[src/rtl/mulw_pkg.sv]
package mulw_pkg;

   typedef enum logic {
      MUL_PARALLEL = 1'b0,
      MUL_SERIAL   = 1'b1
   } mul_arch_e;

   // Left shift applied to byte pair k: low slice index k%n of a,
   // high slice index k/n of b.
   function automatic int part_shift(input int k, input int nslice, input int sw);
      return sw * ((k % nslice) + (k / nslice));
   endfunction

endpackage

[src/rtl/mulw_slice.sv]
module mulw_slice #(
   parameter int SW = 8
) (
   input  logic            clk,
   input  logic            rst_n,
   input  logic            en,
   input  logic [SW-1:0]   x,
   input  logic [SW-1:0]   y,
   output logic [2*SW-1:0] p
);

   always_ff @(posedge clk) begin
      if (!rst_n)
         p <= '0;
      else if (en)
         p <= {{SW{1'b0}}, x} * {{SW{1'b0}}, y};
   end

endmodule

[src/rtl/mulw_par.sv]
module mulw_par #(
   parameter int OPW = 16,
   parameter int SW  = 8
) (
   input  logic             clk,
   input  logic             rst_n,
   input  logic             start,
   input  logic [OPW-1:0]   a,
   input  logic [OPW-1:0]   b,
   output logic             done,
   output logic [2*OPW-1:0] product
);
   import mulw_pkg::*;

   localparam int NSLICE = OPW / SW;
   localparam int NPART  = NSLICE * NSLICE;
   localparam int PW     = 2 * OPW;

   logic [2*SW-1:0] part [NPART];

   for (genvar j = 0; j < NSLICE; j++) begin : g_bsl
      for (genvar i = 0; i < NSLICE; i++) begin : g_asl
         mulw_slice #(.SW(SW)) u_slice (
            .clk  (clk),
            .rst_n(rst_n),
            .en   (start),
            .x    (a[i*SW +: SW]),
            .y    (b[j*SW +: SW]),
            .p    (part[j*NSLICE + i])
         );
      end
   end

   always_comb begin
      product = '0;
      for (int k = 0; k < NPART; k++)
         product = product +
                   ({{(PW-2*SW){1'b0}}, part[k]} << part_shift(k, NSLICE, SW));
   end

   always_ff @(posedge clk) begin
      if (!rst_n) done <= 1'b0;
      else        done <= start;
   end

endmodule

[src/rtl/mulw_ser.sv]
module mulw_ser #(
   parameter int OPW = 16,
   parameter int SW  = 8
) (
   input  logic             clk,
   input  logic             rst_n,
   input  logic             start,
   input  logic [OPW-1:0]   a,
   input  logic [OPW-1:0]   b,
   output logic             done,
   output logic [2*OPW-1:0] product
);
   import mulw_pkg::*;

   localparam int NSLICE = OPW / SW;
   localparam int NPART  = NSLICE * NSLICE;
   localparam int PW     = 2 * OPW;
   localparam int CW     = $clog2(NPART + 1);
   localparam int KW     = $clog2(NPART);

   logic            busy;
   logic [CW-1:0]   issue_cnt;
   logic [OPW-1:0]  a_q, b_q;
   logic [OPW-1:0]  src_a, src_b;
   logic            issue;
   int              k_sel;
   logic [SW-1:0]   x_sel, y_sel;
   logic [2*SW-1:0] part;
   logic            pvalid;
   logic [KW-1:0]   pidx;
   logic [PW-1:0]   acc, acc_nxt;
   logic            accept;

   assign accept = !busy && start;

   // Pick the byte pair for this cycle: pair 0 straight from the ports on
   // the accepting cycle, later pairs from the captured operands.
   always_comb begin
      issue = 1'b0;
      k_sel = 0;
      src_a = a_q;
      src_b = b_q;
      if (accept) begin
         issue = 1'b1;
         src_a = a;
         src_b = b;
      end else if (busy && (issue_cnt < CW'(NPART))) begin
         issue = 1'b1;
         k_sel = int'(issue_cnt);
      end
      x_sel = src_a[(k_sel % NSLICE)*SW +: SW];
      y_sel = src_b[(k_sel / NSLICE)*SW +: SW];
   end

   mulw_slice #(.SW(SW)) u_slice (
      .clk  (clk),
      .rst_n(rst_n),
      .en   (issue),
      .x    (x_sel),
      .y    (y_sel),
      .p    (part)
   );

   always_comb begin
      acc_nxt = (pidx == '0) ? '0 : acc;
      acc_nxt = acc_nxt +
                ({{(PW-2*SW){1'b0}}, part} << part_shift(int'(pidx), NSLICE, SW));
   end

   always_ff @(posedge clk) begin
      if (!rst_n) begin
         busy      <= 1'b0;
         issue_cnt <= '0;
         a_q       <= '0;
         b_q       <= '0;
         pvalid    <= 1'b0;
         pidx      <= '0;
         acc       <= '0;
         product   <= '0;
         done      <= 1'b0;
      end else begin
         done   <= 1'b0;
         pvalid <= issue;
         if (issue) pidx <= KW'(k_sel);
         if (accept) begin
            busy      <= 1'b1;
            a_q       <= a;
            b_q       <= b;
            issue_cnt <= CW'(1);
         end else if (issue) begin
            issue_cnt <= issue_cnt + CW'(1);
         end
         if (pvalid) begin
            acc <= acc_nxt;
            if (pidx == KW'(NPART-1)) begin
               product <= acc_nxt;
               done    <= 1'b1;
               busy    <= 1'b0;
            end
         end
      end
   end

endmodule

[src/rtl/bytewise_mul.sv]
module bytewise_mul #(
   parameter int                  OPW  = 16,
   parameter int                  SW   = 8,
   parameter mulw_pkg::mul_arch_e ARCH = mulw_pkg::MUL_PARALLEL
) (
   input  logic             clk,
   input  logic             rst_n,
   input  logic             start,
   input  logic [OPW-1:0]   a,
   input  logic [OPW-1:0]   b,
   output logic             done,
   output logic [2*OPW-1:0] product
);

   localparam int NSLICE = OPW / SW;

   if (SW < 1 || (OPW % SW) != 0)
      $error("operand width must be a whole number of slices");
   if (NSLICE < 2)
      $error("operand must span at least two slices");

   if (ARCH == mulw_pkg::MUL_SERIAL) begin : g_serial
      mulw_ser #(.OPW(OPW), .SW(SW)) u_core (
         .clk(clk), .rst_n(rst_n), .start(start), .a(a), .b(b),
         .done(done), .product(product)
      );
   end else begin : g_parallel
      mulw_par #(.OPW(OPW), .SW(SW)) u_core (
         .clk(clk), .rst_n(rst_n), .start(start), .a(a), .b(b),
         .done(done), .product(product)
      );
   end

endmodule

[config.mk]
export PLATFORM = sky130hd
export DESIGN_NAME = bytewise_mul
export DESIGN_NICKNAME = d
export VERILOG_FILES = /design/src/rtl/mulw_pkg.sv /design/src/rtl/mulw_slice.sv /design/src/rtl/mulw_par.sv /design/src/rtl/mulw_ser.sv /design/src/rtl/bytewise_mul.sv
export SDC_FILE = /design/constraint.sdc
export NUM_CORES = 1
export LEC_CHECK = 0
export ABC_AREA = 1
export ABC_CLOCK_PERIOD_IN_PS = 4700
export CAP_MARGIN = 25
export CORE_UTILIZATION = 60
export DETAILED_ROUTE_END_ITERATION = 8
export PLACE_DENSITY_LB_ADDON = 0.08
export SLEW_MARGIN = 20
export SYNTH_ARGS = -nofsm -noshare
export SYNTH_HDL_FRONTEND = slang
export SYNTH_SLANG_ARGS = --single-unit
export TNS_END_PERCENT = 10
[constraint.sdc]
create_clock -name clk -period 4.7 [get_ports clk]
set_input_delay 0.47 -clock clk [delete_from_list [all_inputs] [get_ports clk]]
set_output_delay 0.47 -clock clk [all_outputs]
set_load 0.05 [all_outputs]
# Yosys cells after proc, flatten, opt, wreduce, memory -nomap -nowiden
# Cells that the tools add are included.
classes:
  mul: 4
  addsub: 3
ops:
  columns: ["operator", "n"]
  rows:
  - ["$mul A8 B8 Y16", 4]
  - ["$add A32 B24 Y32", 1]
  - ["$add A32 B32 Y32", 1]
  - ["$add A16 B24 Y25", 1]
word_totals:
  input_bits: 35
  register_bits: 65
  word_cells: 12

# Longest topological paths before layout
logic_depth:
  word_depth: 3
  mapped_depth: 23

# Cells and area by module
# From an unflattened synthesis, not the netlist that was laid out.
unflattened:
  cells_unflattened: 2181
  area_unflattened_um2: 14108.5
modules_own_cells:
  columns: ["module", "instances", "area_per_inst_um2", "cells_per_inst"]
  rows:
  - ["mulw_slice (g_parallel.u_core.g_bsl[0].g_asl[0].u_slice ...)", 2, 3014.1, 453]
  - ["mulw_slice (g_parallel.u_core.g_bsl[1].g_asl[0].u_slice ...)", 2, 3007.9, 456]
  - ["mulw_par", 1, 2064.5, 363]

# Least setup slack after synthesis
# Ideal clock, no wire load.
synth_path:
  path_kind: "in2reg"
  from: "in b[7]"
  to: "reg g_parallel.u_core.g_bsl[0].g_asl[0].u_slice.p[10]"
  setup_ns: 0.109
  path_slack_ns: 0.370
  arrival_ns: 4.221
  path_buffers: 2
  stages: 21
  path_cell_list: "clkbuf_1 clkbuf_1 nand2_1 fa_1 fa_1 inv_1 fa_1 inv_1 fa_1 inv_1 ha_1 nand2_1 nand2_1 nand2_1 nand2_1 inv_1 nand2_1 xnor2_1 nand2_1 nand2_1 inv_1"
synth_via:
  elab_chain_len: 1
synth_rtl:
  columns: ["element", "line", "rtl"]
  rows:
  - ["start: declaration", "bytewise_mul.sv:10", "input logic [OPW-1:0] b,"]
  - ["$mul A8 B8 Y16", "mulw_slice.sv:16", "p <= {{SW{1'b0}}, x} * {{SW{1'b0}}, y};"]
  - ["end signal: assignment", "mulw_slice.sv:16", null]
  - ["end: declaration", "mulw_slice.sv:9", "output logic [2*SW-1:0] p"]
# Every way passes these cells.
# A chain may end at the register's enable or synchronous reset.

# Worst setup path after layout
layout_path:
  from: "reg g_parallel.u_core.g_bsl[0].g_asl[1].u_slice.p[0]"
  to: "out product[16]"
layout_via:
  elab_chain_len: 3
layout_rtl:
  columns: ["element", "line", "rtl"]
  rows:
  - ["start: declaration", "mulw_slice.sv:9", null]
  - ["start signal: assignment", "mulw_slice.sv:16", null]
  - ["$add A16 B24 Y25", "mulw_par.sv:37", "product = product +"]
  - ["$add A32 B24 Y32", "mulw_par.sv:37", null]
  - ["$add A32 B32 Y32", "mulw_par.sv:37", null]
  - ["end: declaration", "bytewise_mul.sv:12", "output logic [2*OPW-1:0] product"]
# Every way passes these cells.

==> flow_summary.json <==
{
  "track_usage_pct": 33.3,
  "clock_latency_ns": 0.34,
  "min_period_ns": 4.52,
  "maxCapViolCount": 0,
  "worstPathRequired_ns": 4.23,
  "routedWlPerCell_um": 14.0,
  "clk_pin_slew_worst_paths_ns": 0.06,
  "antennaDiodeCount": 0,
  "stdcell_area_um2": 16000,
  "yosysWarnings": 0,
  "synth_nets": 2590,
  "vias": 13286,
  "clock-root-buffer": "clkbuf_16",
  "fp.dieH_um": 156,
  "vias_per_cell": 5.04,
  "start_util_pct": 61.9,
  "skew_ns": 0,
  "die_w_um": 156,
  "drive_above_1_share_pct": 6.72,
  "syn-mean-instance-area_um2": 6.38,
  "worstSetupEndpointType": "primary output",
  "drt_pre_antenna_iters": 5,
  "min_period_over_period_pct": 96.1,
  "grt_max_degree": 53,
  "clock-sinks": 65,
  "criticalPathCategory": "register to primary output",
  "core-area_um2": 22900,
  "numCtsBuffers": 9,
  "placed_cell_area_um2": 15700,
  "place_ws_ns": -0.110,
  "io_pins": 68,
  "grt_pass1_wl_um": 64300,
  "post_cts_buffers": 0,
  "relSlewSlack_pct": 39.1,
  "cts_tree": "built",
  "synth_area_um2": 14200,
  "synthCells": 2223,
  "yosysSeqAreaShare_pct": 9.17,
  "dp_hpwl_um": 30800,
  "setup_viol": 0,
  "pwr_density_cell_nw_per_um2": 461,
  "synth_edf_count": 0,
  "cts_max_level": 3,
  "synth_cell_types": 32,
  "fin_setup_tns_ns": 0,
  "power.leakage_nw": 10.6,
  "antenna_left": 0,
  "fin_nets": 2685,
  "worstPathMaxFanout": 4,
  "io_buffers": 67,
  "grt-ovfl-total": 0,
  "hold_viol_final": 0,
  "p_total_w": 0.00739,
  "drv_slew": 0,
  "clock_path_buffers": 2,
  "tightest_slew_ns": 0.912,
  "post-route-drc-count": 0,
  "fmax_ghz": 0.221,
  "hold_class": "register to register",
  "antenna_found_initial": 0,
  "setup_slack_ns": 0.181,
  "status": "finished clean",
  "place_congestion": 0.953,
  "rsz0062_at_grt": "true",
  "grt_pass1_vias": 13629,
  "worstHoldPathCells": 2,
  "drt_wl_total_um": 36800,
  "ys_async_sr_fraction_pct": 0,
  "r2r_cells": 4,
  "std_cell_rows": 55,
  "synthFlopType": "dfxtp_1",
  "syn_to_final_growth_pct": 13.0,
  "drt_iter0_drc": 777,
  "dieArea_um2": 24300,
  "crit_arrival_ns": 4.05,
  "ys_seq_elements": 65,
  "start_kind": "register",
  "hold_slack_ns": 0.476,
  "ir_worst_vdd_mv": 0.498
}
[metrics by stage]
stage	utilization, %	instances
5_1_grt	70.0	2635
3_3_place_gp	68.6	2620
4_1_cts	69.9	2635
2_1_floorplan	-	2223
3_5_place_dp	68.6	2620
6_report	70.0	2635
[kinds of logic (layout without fill, tap and decap cells)]
family	Yosys count	in the layout	synth area share [%]
and+or+nand+nor	931	931	26.8
buffers and inverters	742	841	19.9
DFF	65	65	9.17
xor gates and xnor gates	43	43	2.65
adders and majority gates	332	332	37.4
AOI/OAI and AO/OA	110	110	4.03
[flip-flops by register name, indices dropped and copies added, names as in the netlist]
register	flops
g_parallel.u_core.g_bsl.g_asl.u_slice.p	64
g_parallel.u_core.done	1
[metal layers]
layer	up-vias	wire length, um	track usage, %
met5	-	0	0
met4	0	1250	11.5
met3	79	1570	3.36
met2	330	18200	60.7
met1	6252	15700	40.7
li1	6625	-	-
[worst paths after layout]
check | from | to | slack, ns
setup / recovery | register | product[16] | 0.18
hold / removal | register | register | 0.48
setup reg to reg | register | register | 3.78
hold reg to reg | register | register | 0.48
[worst max-delay path: stages (launching register included)]
cell and delay (ns):
dfxtp_1 0.31, ha_1 0.26, fa_1 0.42, nand3_1 0.09
nand2_1 0.10, a31oi_1 0.18, xnor2_1 0.23, ha_1 0.31
ha_1 0.36, nand2_1 0.12, nor2_1 0.17, nand2_1 0.09
nand3_2 0.09, xor2_1 0.15, clkdlybuf4s50_1 0.83
[cell usage after synthesis, types with 3 or more instances]
cell type | count | share of area (%)
nor2_1 | 119 | 3.1
nand3_2 | 7 | 0.49
a31oi_1 | 3 | 0.13
nand3b_1 | 7 | 0.37
nand4_1 | 27 | 1.2
nor3_1 | 4 | 0.14
ha_1 | 178 | 16
inv_1 | 649 | 17
nand3_1 | 102 | 3.6
and2_1 | 5 | 0.22
clkbuf_1 | 73 | 1.9
a21oi_1 | 65 | 2.3
a21o_1 | 3 | 0.16
dfxtp_1 | 65 | 9.2
fa_1 | 154 | 22
nand2_1 | 654 | 17
o21ai_0 | 36 | 1.3
xnor2_1 | 9 | 0.56
buf_2 | 7 | 0.25
buf_4 | 9 | 0.48
xor2_1 | 34 | 2.1
[cell type report]
cell class / instances / area [um^2]
Clock buffer: 12 / 256
Clock inverter: 3 / 40.0
Fill cell: 2094 / 6880
Inverter: 651 / 2440
Multi-Input combinational cell: 1416 / 10100
Sequential cell: 65 / 1300
Tap cell: 313 / 392
Timing Repair Buffer: 175 / 1520
[report_power, final]
part	leakage [nW]	internal (W)	total, W	switching, W
logic	9.91	0.00221	0.00592	0.00372
clock network	0.148	0.000435	0.000697	0.000262
registers	0.540	0.000675	0.000771	0.0000958
[layout by cell type (no fill, tap or decap), types with 9 or more instances in the layout]
cell,synthesis,final
nand2_1,654,654
inv_1,649,649
ha_1,178,176
fa_1,154,154
nor2_1,119,119
buf_4,9,116
nand3_1,102,102
dfxtp_1,65,65
a21oi_1,65,63
clkdlybuf4s50_1,0,49
o21ai_0,36,36
xor2_1,34,34
nand4_1,27,27
xnor2_1,9,9
clkbuf_16,0,9
[timing repair]
action,in CTS,in global routing
resized for setup,0,7
setup endpoints to repair,0,14
hold buffers,0,0
Note: power is estimated with default switching activity, not from simulation.
